**src/rtl/amb_pkg.sv**
```systemverilog
package amb_pkg;

    typedef enum logic [2:0] {
        ST_IDLE   = 3'd0,
        ST_EVAL   = 3'd1,
        ST_LOOKUP = 3'd2,
        ST_REREAD = 3'd3,
        ST_DONE   = 3'd4
    } ctl_state_e;

    // Triangular slot of the unordered pair (lo, hi), lo < hi, among n classes.
    function automatic int pair_slot(input int lo, input int hi, input int n);
        return lo * n - (lo * (lo + 1)) / 2 + (hi - lo - 1);
    endfunction

endpackage

```
**src/rtl/amb_top2.sv**
```systemverilog
module amb_top2 #(
    parameter int N_CLASS = 10,
    parameter int SCORE_W = 16,
    localparam int CLS_W  = $clog2(N_CLASS)
) (
    input  logic [N_CLASS*SCORE_W-1:0] scores,
    output logic [CLS_W-1:0]           lead_idx,
    output logic [SCORE_W-1:0]         lead_val,
    output logic [CLS_W-1:0]           run_idx,
    output logic [SCORE_W-1:0]         run_val
);
    // Single pass; strict compares keep the lower index on equal scores.
    always_comb begin
        logic [SCORE_W-1:0] cur;
        lead_val = scores[SCORE_W-1:0];
        lead_idx = '0;
        run_val  = '0;
        run_idx  = '0;
        for (int i = 1; i < N_CLASS; i++) begin
            cur = scores[i*SCORE_W +: SCORE_W];
            if (cur > lead_val) begin
                run_val  = lead_val;
                run_idx  = lead_idx;
                lead_val = cur;
                lead_idx = CLS_W'(i);
            end else if ((i == 1) || (cur > run_val)) begin
                run_val = cur;
                run_idx = CLS_W'(i);
            end
        end
    end
endmodule

```
**src/rtl/amb_margin_chk.sv**
```systemverilog
module amb_margin_chk #(
    parameter int SCORE_W = 16,
    parameter int PCT_W   = 7,
    localparam int PW     = SCORE_W + ((PCT_W > 7) ? PCT_W : 7) + 1
) (
    input  logic [SCORE_W-1:0] lead_val,
    input  logic [SCORE_W-1:0] run_val,
    input  logic [PCT_W-1:0]   pct,
    output logic               ambiguous
);
    logic [PW-1:0] gap_scaled;
    logic [PW-1:0] limit;

    always_comb begin
        gap_scaled = PW'(lead_val - run_val) * PW'(100);
        limit      = PW'(lead_val) * PW'(pct);
        ambiguous  = gap_scaled < limit;
    end
endmodule

```
**src/rtl/amb_pair_map.sv**
```systemverilog
module amb_pair_map #(
    parameter int N_CLASS = 10,
    localparam int CLS_W  = $clog2(N_CLASS),
    localparam int N_PAIR = N_CLASS * (N_CLASS - 1) / 2,
    localparam int PAIR_W = $clog2(N_PAIR)
) (
    input  logic [CLS_W-1:0]  cls_a,
    input  logic [CLS_W-1:0]  cls_b,
    output logic [PAIR_W-1:0] slot
);
    logic [CLS_W-1:0] lo;
    logic [CLS_W-1:0] hi;

    always_comb begin
        if (cls_a < cls_b) begin
            lo = cls_a;
            hi = cls_b;
        end else begin
            lo = cls_b;
            hi = cls_a;
        end
        slot = PAIR_W'(amb_pkg::pair_slot(int'(lo), int'(hi), N_CLASS));
    end
endmodule

```
**src/rtl/amb_reread_ctrl.sv**
```systemverilog
module amb_reread_ctrl
    import amb_pkg::*;
#(
    parameter int N_CLASS = 10,
    parameter int N_ROW   = 64,
    parameter int SCORE_W = 16,
    parameter int PCT_W   = 7,
    localparam int CLS_W  = $clog2(N_CLASS),
    localparam int N_PAIR = N_CLASS * (N_CLASS - 1) / 2,
    localparam int PAIR_W = $clog2(N_PAIR),
    localparam int VEC_W  = N_CLASS * SCORE_W
) (
    input  logic              clk,
    input  logic              rst,
    input  logic              in_valid,
    output logic              in_ready,
    input  logic [VEC_W-1:0]  in_scores,
    input  logic [PCT_W-1:0]  margin_pct,
    output logic              tbl_rd,
    output logic [PAIR_W-1:0] tbl_addr,
    input  logic [N_ROW-1:0]  tbl_data,
    output logic              rr_req,
    output logic [N_ROW-1:0]  rr_mask,
    input  logic              rr_ack,
    input  logic [VEC_W-1:0]  rr_scores,
    output logic              res_valid,
    output logic [CLS_W-1:0]  res_class,
    output logic              res_uncertain,
    output logic              res_reread
);
    ctl_state_e         state_q;
    logic [VEC_W-1:0]   scores_q;
    logic [PCT_W-1:0]   pct_q;
    logic [CLS_W-1:0]   lead_q, run_q;
    logic               fetch_wait_q;
    logic [N_ROW-1:0]   mask_q;
    logic [CLS_W-1:0]   cls_q;
    logic               unc_q, rr_done_q;

    logic [CLS_W-1:0]   lead_idx, run_idx;
    logic [SCORE_W-1:0] lead_val, run_val;
    logic               ambiguous;
    logic [SCORE_W-1:0] rr_lead, rr_run;
    logic [CLS_W-1:0]   pair_lo;

    amb_top2 #(.N_CLASS(N_CLASS), .SCORE_W(SCORE_W)) u_rank (
        .scores   (scores_q),
        .lead_idx (lead_idx),
        .lead_val (lead_val),
        .run_idx  (run_idx),
        .run_val  (run_val)
    );

    amb_margin_chk #(.SCORE_W(SCORE_W), .PCT_W(PCT_W)) u_margin (
        .lead_val  (lead_val),
        .run_val   (run_val),
        .pct       (pct_q),
        .ambiguous (ambiguous)
    );

    amb_pair_map #(.N_CLASS(N_CLASS)) u_pair (
        .cls_a (lead_q),
        .cls_b (run_q),
        .slot  (tbl_addr)
    );

    assign rr_lead = rr_scores[lead_q*SCORE_W +: SCORE_W];
    assign rr_run  = rr_scores[run_q*SCORE_W +: SCORE_W];
    assign pair_lo = (lead_q < run_q) ? lead_q : run_q;

    always_ff @(posedge clk) begin
        if (rst) begin
            state_q      <= ST_IDLE;
            scores_q     <= '0;
            pct_q        <= '0;
            lead_q       <= '0;
            run_q        <= '0;
            fetch_wait_q <= 1'b0;
            mask_q       <= '0;
            cls_q        <= '0;
            unc_q        <= 1'b0;
            rr_done_q    <= 1'b0;
        end else begin
            unique case (state_q)
                ST_IDLE: begin
                    if (in_valid) begin
                        scores_q <= in_scores;
                        pct_q    <= margin_pct;
                        state_q  <= ST_EVAL;
                    end
                end
                ST_EVAL: begin
                    lead_q <= lead_idx;
                    run_q  <= run_idx;
                    if (ambiguous) begin
                        fetch_wait_q <= 1'b0;
                        state_q      <= ST_LOOKUP;
                    end else begin
                        cls_q     <= lead_idx;
                        unc_q     <= 1'b0;
                        rr_done_q <= 1'b0;
                        state_q   <= ST_DONE;
                    end
                end
                ST_LOOKUP: begin
                    if (!fetch_wait_q) begin
                        fetch_wait_q <= 1'b1;
                    end else begin
                        mask_q  <= tbl_data;
                        state_q <= ST_REREAD;
                    end
                end
                ST_REREAD: begin
                    if (rr_ack) begin
                        rr_done_q <= 1'b1;
                        if (rr_lead > rr_run) begin
                            cls_q <= lead_q;
                            unc_q <= 1'b0;
                        end else if (rr_run > rr_lead) begin
                            cls_q <= run_q;
                            unc_q <= 1'b0;
                        end else begin
                            cls_q <= pair_lo;
                            unc_q <= 1'b1;
                        end
                        state_q <= ST_DONE;
                    end
                end
                ST_DONE: state_q <= ST_IDLE;
                default: state_q <= ST_IDLE;
            endcase
        end
    end

    assign in_ready      = (state_q == ST_IDLE);
    assign tbl_rd        = (state_q == ST_LOOKUP) && !fetch_wait_q;
    assign rr_req        = (state_q == ST_REREAD);
    assign rr_mask       = mask_q;
    assign res_valid     = (state_q == ST_DONE);
    assign res_class     = cls_q;
    assign res_uncertain = unc_q;
    assign res_reread    = rr_done_q;
endmodule

```
**config.mk**
```make
export PLATFORM = sky130hd
export DESIGN_NAME = amb_reread_ctrl
export DESIGN_NICKNAME = d
export VERILOG_FILES = /design/src/rtl/amb_pkg.sv /design/src/rtl/amb_top2.sv /design/src/rtl/amb_margin_chk.sv /design/src/rtl/amb_pair_map.sv /design/src/rtl/amb_reread_ctrl.sv
export SDC_FILE = /design/constraint.sdc
export NUM_CORES = 2
export LEC_CHECK = 0
export ABC_AREA = 1
export BUFFER_PORTS_ARGS = -buffer_cell sky130_fd_sc_hd__buf_2
export CORE_MARGIN = 4
export CORE_UTILIZATION = 30
export DETAILED_ROUTE_END_ITERATION = 10
export GPL_TIMING_DRIVEN = 0
export REMOVE_ABC_BUFFERS = 1
export SYNTH_ARGS = -nofsm -noshare
export SYNTH_HDL_FRONTEND = slang
export SYNTH_SLANG_ARGS = --single-unit
```
**constraint.sdc**
```tcl
create_clock -name clk -period 51.4 [get_ports clk]
set_input_delay 12.85 -clock clk [delete_from_list [all_inputs] [get_ports clk]]
set_output_delay 12.85 -clock clk [all_outputs]
set_load 0.02 [all_outputs]
```
==> Word level (Yosys, flattened, before mapping) <==
Cells that the tools add are included.
{ "totals": {"inputBits": 395, "ram_bits": 0, "latch_bits": 0, "register_bits": 249, "romBits": 0, "memories": 0} }
{ "classes": {"mul": 4, "reduce_logical": 10, "muxes": 73, "div_mod_pow": 0, "order_cmp": 21, "n_eq_ne": 9, "add_sub_neg": 7, "n_shift": 2, "bitwise": 1} }
{ "op_table": {"columns": ["operator", "n"], "rows": [
  ["16-bit two-way mux", 26],
  ["160-bit by 9-bit indexed part select with 16-bit output", 2],
  ["16-bit > comparator", 19],
  ["4-bit two-way mux", 30],
  ["24-bit by 23-bit less-than comparator with 1-bit output", 1],
  ["24-bit by 5-bit multiplier with 22-bit output (second input constant)", 1],
  ["16-bit by 7-bit multiplier with 23-bit output", 1],
  ["16-bit by 16-bit subtractor with 17-bit output", 1],
  ["3-bit two-way mux", 4],
  ["3-bit one-hot mux with 4 select lines", 1],
  ["1-bit two-way mux", 8],
  ["2-bit != test (second input constant)", 4],
  ["4-bit one-hot mux with 2 select lines", 1],
  ["4-bit by 5-bit multiplier with 7-bit output", 1],
  ["6-bit by 1-bit adder with 6-bit output", 1],
  ["6-bit adder", 1],
  ["3-bit by 2-bit == test with 1-bit output (second input constant)", 2],
  ["1-bit one-hot mux with 2 select lines", 3],
  ["2-bit AND reduction", 3],
  ["3-bit AND reduction", 2],
  ["6-bit by 2-bit subtractor with 6-bit output (second input constant)", 1],
  ["6-bit subtractor", 1],
  ["4-bit by 1-bit adder with 5-bit output (second input constant)", 1],
  ["4-bit by 3-bit multiplier with 5-bit output (second input constant)", 1],
  ["other kinds (10)", 11]
]} }

==> Depth between registers and ports, before layout <==
{ "logic_depth": {"word_depth": 31, "mapped_depth": 176} }

==> By module <==
From an unflattened synthesis, not the netlist that was laid out.
{ "unflattened": {"cells_unflattened": 4916, "hier_area_um2": 32139.6} }
{ "by_module_without_submodules": {"columns": ["mod", "area_per_inst_um2", "seq_area_each_um2", "cells_per_inst", "instances"], "rows": [
  ["amb_reread_ctrl", 12632.1, 4984.8, 1760, 1],
  ["amb_top2", 11439.7, 0.0, 2003, 1],
  ["amb_margin_chk", 6775.2, 0.0, 982, 1],
  ["amb_pair_map", 1292.5, 0.0, 171, 1]
]} }

==> Least setup slack after synthesis <==
Ideal clock, no wire load.
{ "synth_path": {"path_kind": "register -> register", "start": "reg scores_q[5]", "end": "reg cls_q[3] (netlist: res_class[3])", "path_slack_ns": 28.896, "period_less_slack_ns": 22.504, "required_time_ns": 51.272, "path_stages_with_launch": 162, "n_path_buf": 18, "setup_time_ns": 0.128, "t_arrival_ns": 22.377, "path_cell_list": "dfxtp_1 -> inv_1 -> ha_1 -> a21oi_1 -> nor2_1 -> nor2_1 -> nand2_1 -> nand2_1 -> nand2_2 -> nand2_2 -> clkbuf_1 -> clkbuf_1 -> clkbuf_1 -> nand2_1 -> o21ai_0 -> inv_1 -> ha_1 -> inv_1 -> [... 126 more ...] -> ha_1 -> nand2_1 -> o21ai_0 -> nor2_1 -> nor2_1 -> o21ai_0 -> a21boi_0 -> nor2_1 -> ha_1 -> nand2_1 -> o21ai_0 -> nand2_1 -> a31oi_1 -> nand2_1 -> inv_1 -> o211ai_1 -> o21ai_0 -> nor2_1"} }
{ "synth_via": {"elab_chain_cells": 31} }
{ "synth_lines": {"columns": ["item", "line", "text"], "rows": [
  ["start, declared", "amb_reread_ctrl.sv:32", "logic [VEC_W-1:0] scores_q;"],
  ["start signal, assigned", "amb_reread_ctrl.sv:87", "scores_q <= in_scores;"],
  ["16-bit > comparator", "amb_top2.sv:21", "if (cur > lead_val) begin"],
  ["16-bit two-way mux", "amb_top2.sv:21", null],
  ["16-bit > comparator", "amb_top2.sv:26", "end else if ((i == 1) || (cur > run_val)) begin"],
  ["16-bit two-way mux", "amb_top2.sv:26", null],
  ["16-bit two-way mux", "amb_top2.sv:21", null],
  ["16-bit > comparator", "amb_top2.sv:26", null],
  ["16-bit two-way mux", "amb_top2.sv:26", null],
  ["16-bit two-way mux", "amb_top2.sv:21", null],
  ["[... 15 more ...]", null, null],
  ["16-bit > comparator", "amb_top2.sv:26", null],
  ["16-bit two-way mux", "amb_top2.sv:26", null],
  ["16-bit two-way mux", "amb_top2.sv:21", null],
  ["16-bit by 16-bit subtractor with 17-bit output", "amb_margin_chk.sv:15", "gap_scaled = PW'(lead_val - run_val) * PW'(100);"],
  ["24-bit by 5-bit multiplier with 22-bit output", "amb_margin_chk.sv:15", null],
  ["24-bit by 23-bit less-than comparator with 1-bit output", "amb_margin_chk.sv:17", "ambiguous = gap_scaled < limit;"],
  ["2-bit != test (no line)", null, null],
  ["3-bit AND reduction (no line)", null, null],
  ["end signal, assigned", "amb_reread_ctrl.sv:99", "cls_q <= lead_idx;"],
  ["end signal, assigned", "amb_reread_ctrl.sv:117", "cls_q <= lead_q;"],
  ["end signal, assigned", "amb_reread_ctrl.sv:120", "cls_q <= run_q;"],
  ["end, declared", "amb_reread_ctrl.sv:37", "logic [CLS_W-1:0] cls_q;"]
]} }
Several ways; a longest one is shown, not always the timed one. The select of a mux whose other input is x is not followed.
A chain may end at the register's enable or synchronous reset.

==> Final worst setup path <==
{ "layout_path": {"start": "reg scores_q[15]", "end": "reg cls_q[3] (netlist: res_class[3])"} }
The elaborated chain is that of the path after synthesis.

==> results.sh <==
export IMPL_core_area_um2=98600
export IMPL_critPathRequiredTime_ns=51.82
export IMPL_fin_crit_sh=0.622
export IMPL_outcome="finished clean"
export IMPL_clk_latency_ns=0.57
export IMPL_ys_types=54
export IMPL_cts_max_level=2
export IMPL_port_buffers=474
export IMPL_crit_path_frequent_cell="nand2_1"
export IMPL_grt_pass1_vias=29000
export IMPL_drcViolationCount=0
export IMPL_wire_per_inst_um=17.5
export IMPL_row_count=115
export IMPL_fmax_mhz=31.3
export IMPL_cts_setup_buffers=0
export IMPL_synth_compound_gate_area_share=0.244
export IMPL_critPathSlowestCell="nand2_1"
export IMPL_ioPinCount=475
export IMPL_setup_worst_path_class="reg2reg"
export IMPL_overflow=0
export IMPL_drt_pass1_iter_count=5
export IMPL_hpwlAfterDp_um=86500
export IMPL_critPathMaxStageDelay_ns=0.95
export IMPL_dieArea_um2=105000
export IMPL_fin_ws_ns=19.42
export IMPL_arrival_ns=32.40
export IMPL_end_kind="flop"
export IMPL_drive_gt1_frac=0.124
export IMPL_synth_most_common_cell="nand2_1"
export IMPL_synthXorXnorAreaFrac=0.0208
export IMPL_worstMarginPinSlew_ns=1.40
export IMPL_grt_start_max_net_pins=146
export IMPL_hp_class="reg2reg"
export IMPL_ys_seq_area_frac=0.167
export IMPL_ys_warn_count=0
export IMPL_synth_edf_count=0
export IMPL_dpl_instance_area_um2=33300
export IMPL_nNetsFinal=5736
export IMPL_netlist_area_um2=29800
export IMPL_clkTransAtPathRegs_ns=0.06
export IMPL_synth_top_family_by_area="adder cells"
export IMPL_syn_inst=4516
export IMPL_maxCapViolations=0
export IMPL_fillers=10700
export IMPL_dp_slack_ns=17.34
export IMPL_clock_path_buffers=3
export IMPL_yosys_top_cells_area="ha_1 18%, dfxtp_1 17%, nand2_1 10%"
export IMPL_wirelength_um=108000
export IMPL_antenna_found_initial=35
export IMPL_skew_ns=0.0286
export IMPL_yosysTopAreaCellShare=0.185
export IMPL_grt_first_pass_wirelength_um=163000
export IMPL_seqCellArea_um2=5000
export IMPL_clockRootBuffer="clkbuf_16"
export IMPL_instances_no_fill=6133
export IMPL_final_area_um2=34600
export IMPL_gp_congestion=0.890
export IMPL_ctsHoldBuffers=0
export IMPL_tns_ns=0
export IMPL_synthArstFlopShare=0
export IMPL_synth_top_cell_by_area="ha_1"
export IMPL_cts_tree="yes"
export IMPL_grt_usage=0.195
export IMPL_die_h_um=323
export IMPL_clkSinkCount=249
export IMPL_synth_fa_ha_area_frac=0.249
export IMPL_start_util=0.303
export IMPL_initialDrtViolationCount=2440
export IMPL_num_vias=31400
export IMPL_ant_nets=0
export IMPL_rsz0062_at_grt="false"
export IMPL_relSlewSlack=0.0645
export IMPL_worst_path_max_fanout=66
export IMPL_chipWidth_um=323
export IMPL_vias_per_cell=5.11
export IMPL_setup_viol=0
export IMPL_critPathLaunchType="flop"
export IMPL_ys_ff_latch=249
export IMPL_dp_cells=6054
export IMPL_finalHoldViolCount=0
export IMPL_synthMuxAreaShare=0.00268
export IMPL_cts_buffers=34
export IMPL_synthSimpleGateAreaFrac=0.200
export IMPL_multiInputGateArea_um2=21500
export IMPL_slew_viol_final=0
export IMPL_ys_flop_type="dfxtp_1"
export IMPL_synth_common_cells="827 x nand2_1, 668 x inv_1, 542 x o21ai_0"
export IMPL_postSynthAreaPerCell_um2=6.61
export IMPL_post_cts_resized=0
export IMPL_layout_min_cycle_time_ns=31.98
export IMPL_area_growth_pct=15.9
worst paths after layout:
path,startpoint,endpoint,slack [ns],cells past startpoint
max reg2reg,scores_q[15]$_SDFFE_PP0P_,res_class[3]$_SDFFE_PP0P_,19.42,132
min,rr_mask[1]$_SDFFE_PP0P_,rr_mask[1]$_SDFFE_PP0P_,0.46,2
max,scores_q[15]$_SDFFE_PP0P_,res_class[3]$_SDFFE_PP0P_,19.42,132
min reg2reg,rr_mask[1]$_SDFFE_PP0P_,rr_mask[1]$_SDFFE_PP0P_,0.46,2
logic make-up (layout without fill, tap and decap cells):
group                    after synthesis  in the layout
AND/OR/NAND/NOR                     1424           1424
AO/OA/AOI/OAI                       1312           1312
buffers and inverters                915           1226
adder cells (fa/ha/maj)              537            537
flip-flops                           249            249
XOR/XNOR                              71             71
multiplexers                           8              8
other                                  0             19
cell type report:
| cell class | count | share of cell area |
|---|---|---|
| Antenna cell | 19 | 0.00137 |
| Clock buffer | 42 | 0.0269 |
| Clock inverter | 17 | 0.00763 |
| Inverter | 679 | 0.0738 |
| Multi-Input combinational cell | 3352 | 0.620 |
| Sequential cell | 249 | 0.144 |
| Tap cell | 1287 | 0.0466 |
| Timing Repair Buffer | 488 | 0.0788 |
registers in the layout (all words and copies together), names as in the netlist:
signal / cells
scores_q: 160
fetch_wait_q: 1
res_reread: 1
res_uncertain: 1
rr_mask: 64
run_q: 4
res_class: 4
state_q: 3
pct_q: 7
lead_q: 4
cells in the final DEF (no fill, tap or decap), drive strengths merged, types with 3 or more instances in the layout:
| master | synthesis | final |
|---|---|---|
| nor2 | 222 | 222 |
| a2111oi | 3 | 3 |
| fa | 96 | 96 |
| o21ai | 545 | 545 |
| mux2i | 8 | 8 |
| nor4b | 4 | 4 |
| clkinv | 6 | 17 |
| o21a | 5 | 5 |
| o21bai | 19 | 19 |
| o211a | 4 | 4 |
| nand4 | 41 | 41 |
| o221ai | 24 | 24 |
| clkbuf | 221 | 42 |
| o31ai | 4 | 4 |
| o211ai | 71 | 71 |
| diode | 0 | 19 |
| ha | 441 | 441 |
| a31oi | 19 | 19 |
| o221a | 6 | 6 |
| nor3b | 4 | 4 |
| a32o | 20 | 20 |
| dfxtp | 249 | 249 |
| bufinv | 0 | 5 |
| xnor2 | 25 | 25 |
| and3 | 7 | 7 |
| nor3 | 22 | 22 |
| nand2 | 842 | 842 |
| o2111ai | 4 | 4 |
| inv | 673 | 673 |
| nand3 | 276 | 276 |
| buf | 15 | 488 |
| or2 | 3 | 3 |
| xor2 | 46 | 46 |
| a21oi | 497 | 497 |
| a22oi | 11 | 11 |
| a211oi | 25 | 25 |
| o22ai | 44 | 44 |
per-stage QoR:
stage           util  hold slack (ns)
6_report       0.351            0.457
5_1_grt        0.351            0.471
4_1_cts        0.350            0.459
3_5_place_dp   0.338            0.450
3_3_place_gp   0.334            0.446
2_1_floorplan      -            0.458
worst max-delay path, delay by kind of cell, from the launching register on:
family / cells / cell delay [ns]
buffers and inverters: 19 / 4.67
adders and majority gates: 14 / 4.67
and+or+nand+nor: 55 / 11.59
AOI/OAI and AO/OA: 44 / 10.45
DFF: 1 / 0.34
layer usage:
layer,wire [um],vias up,GRT usage,part of all wire
li1,-,15800,-,-
met1,47600,14400,0.265,0.44
met2,48300,954,0.312,0.45
met3,8780,168,0.0439,0.082
met4,2920,12,0.0550,0.027
met5,74,-,0,0.00069
Power is left out: the tool's default activity adds up to more than one toggle a clock period on the data nets, which glitch-free logic cannot reach.
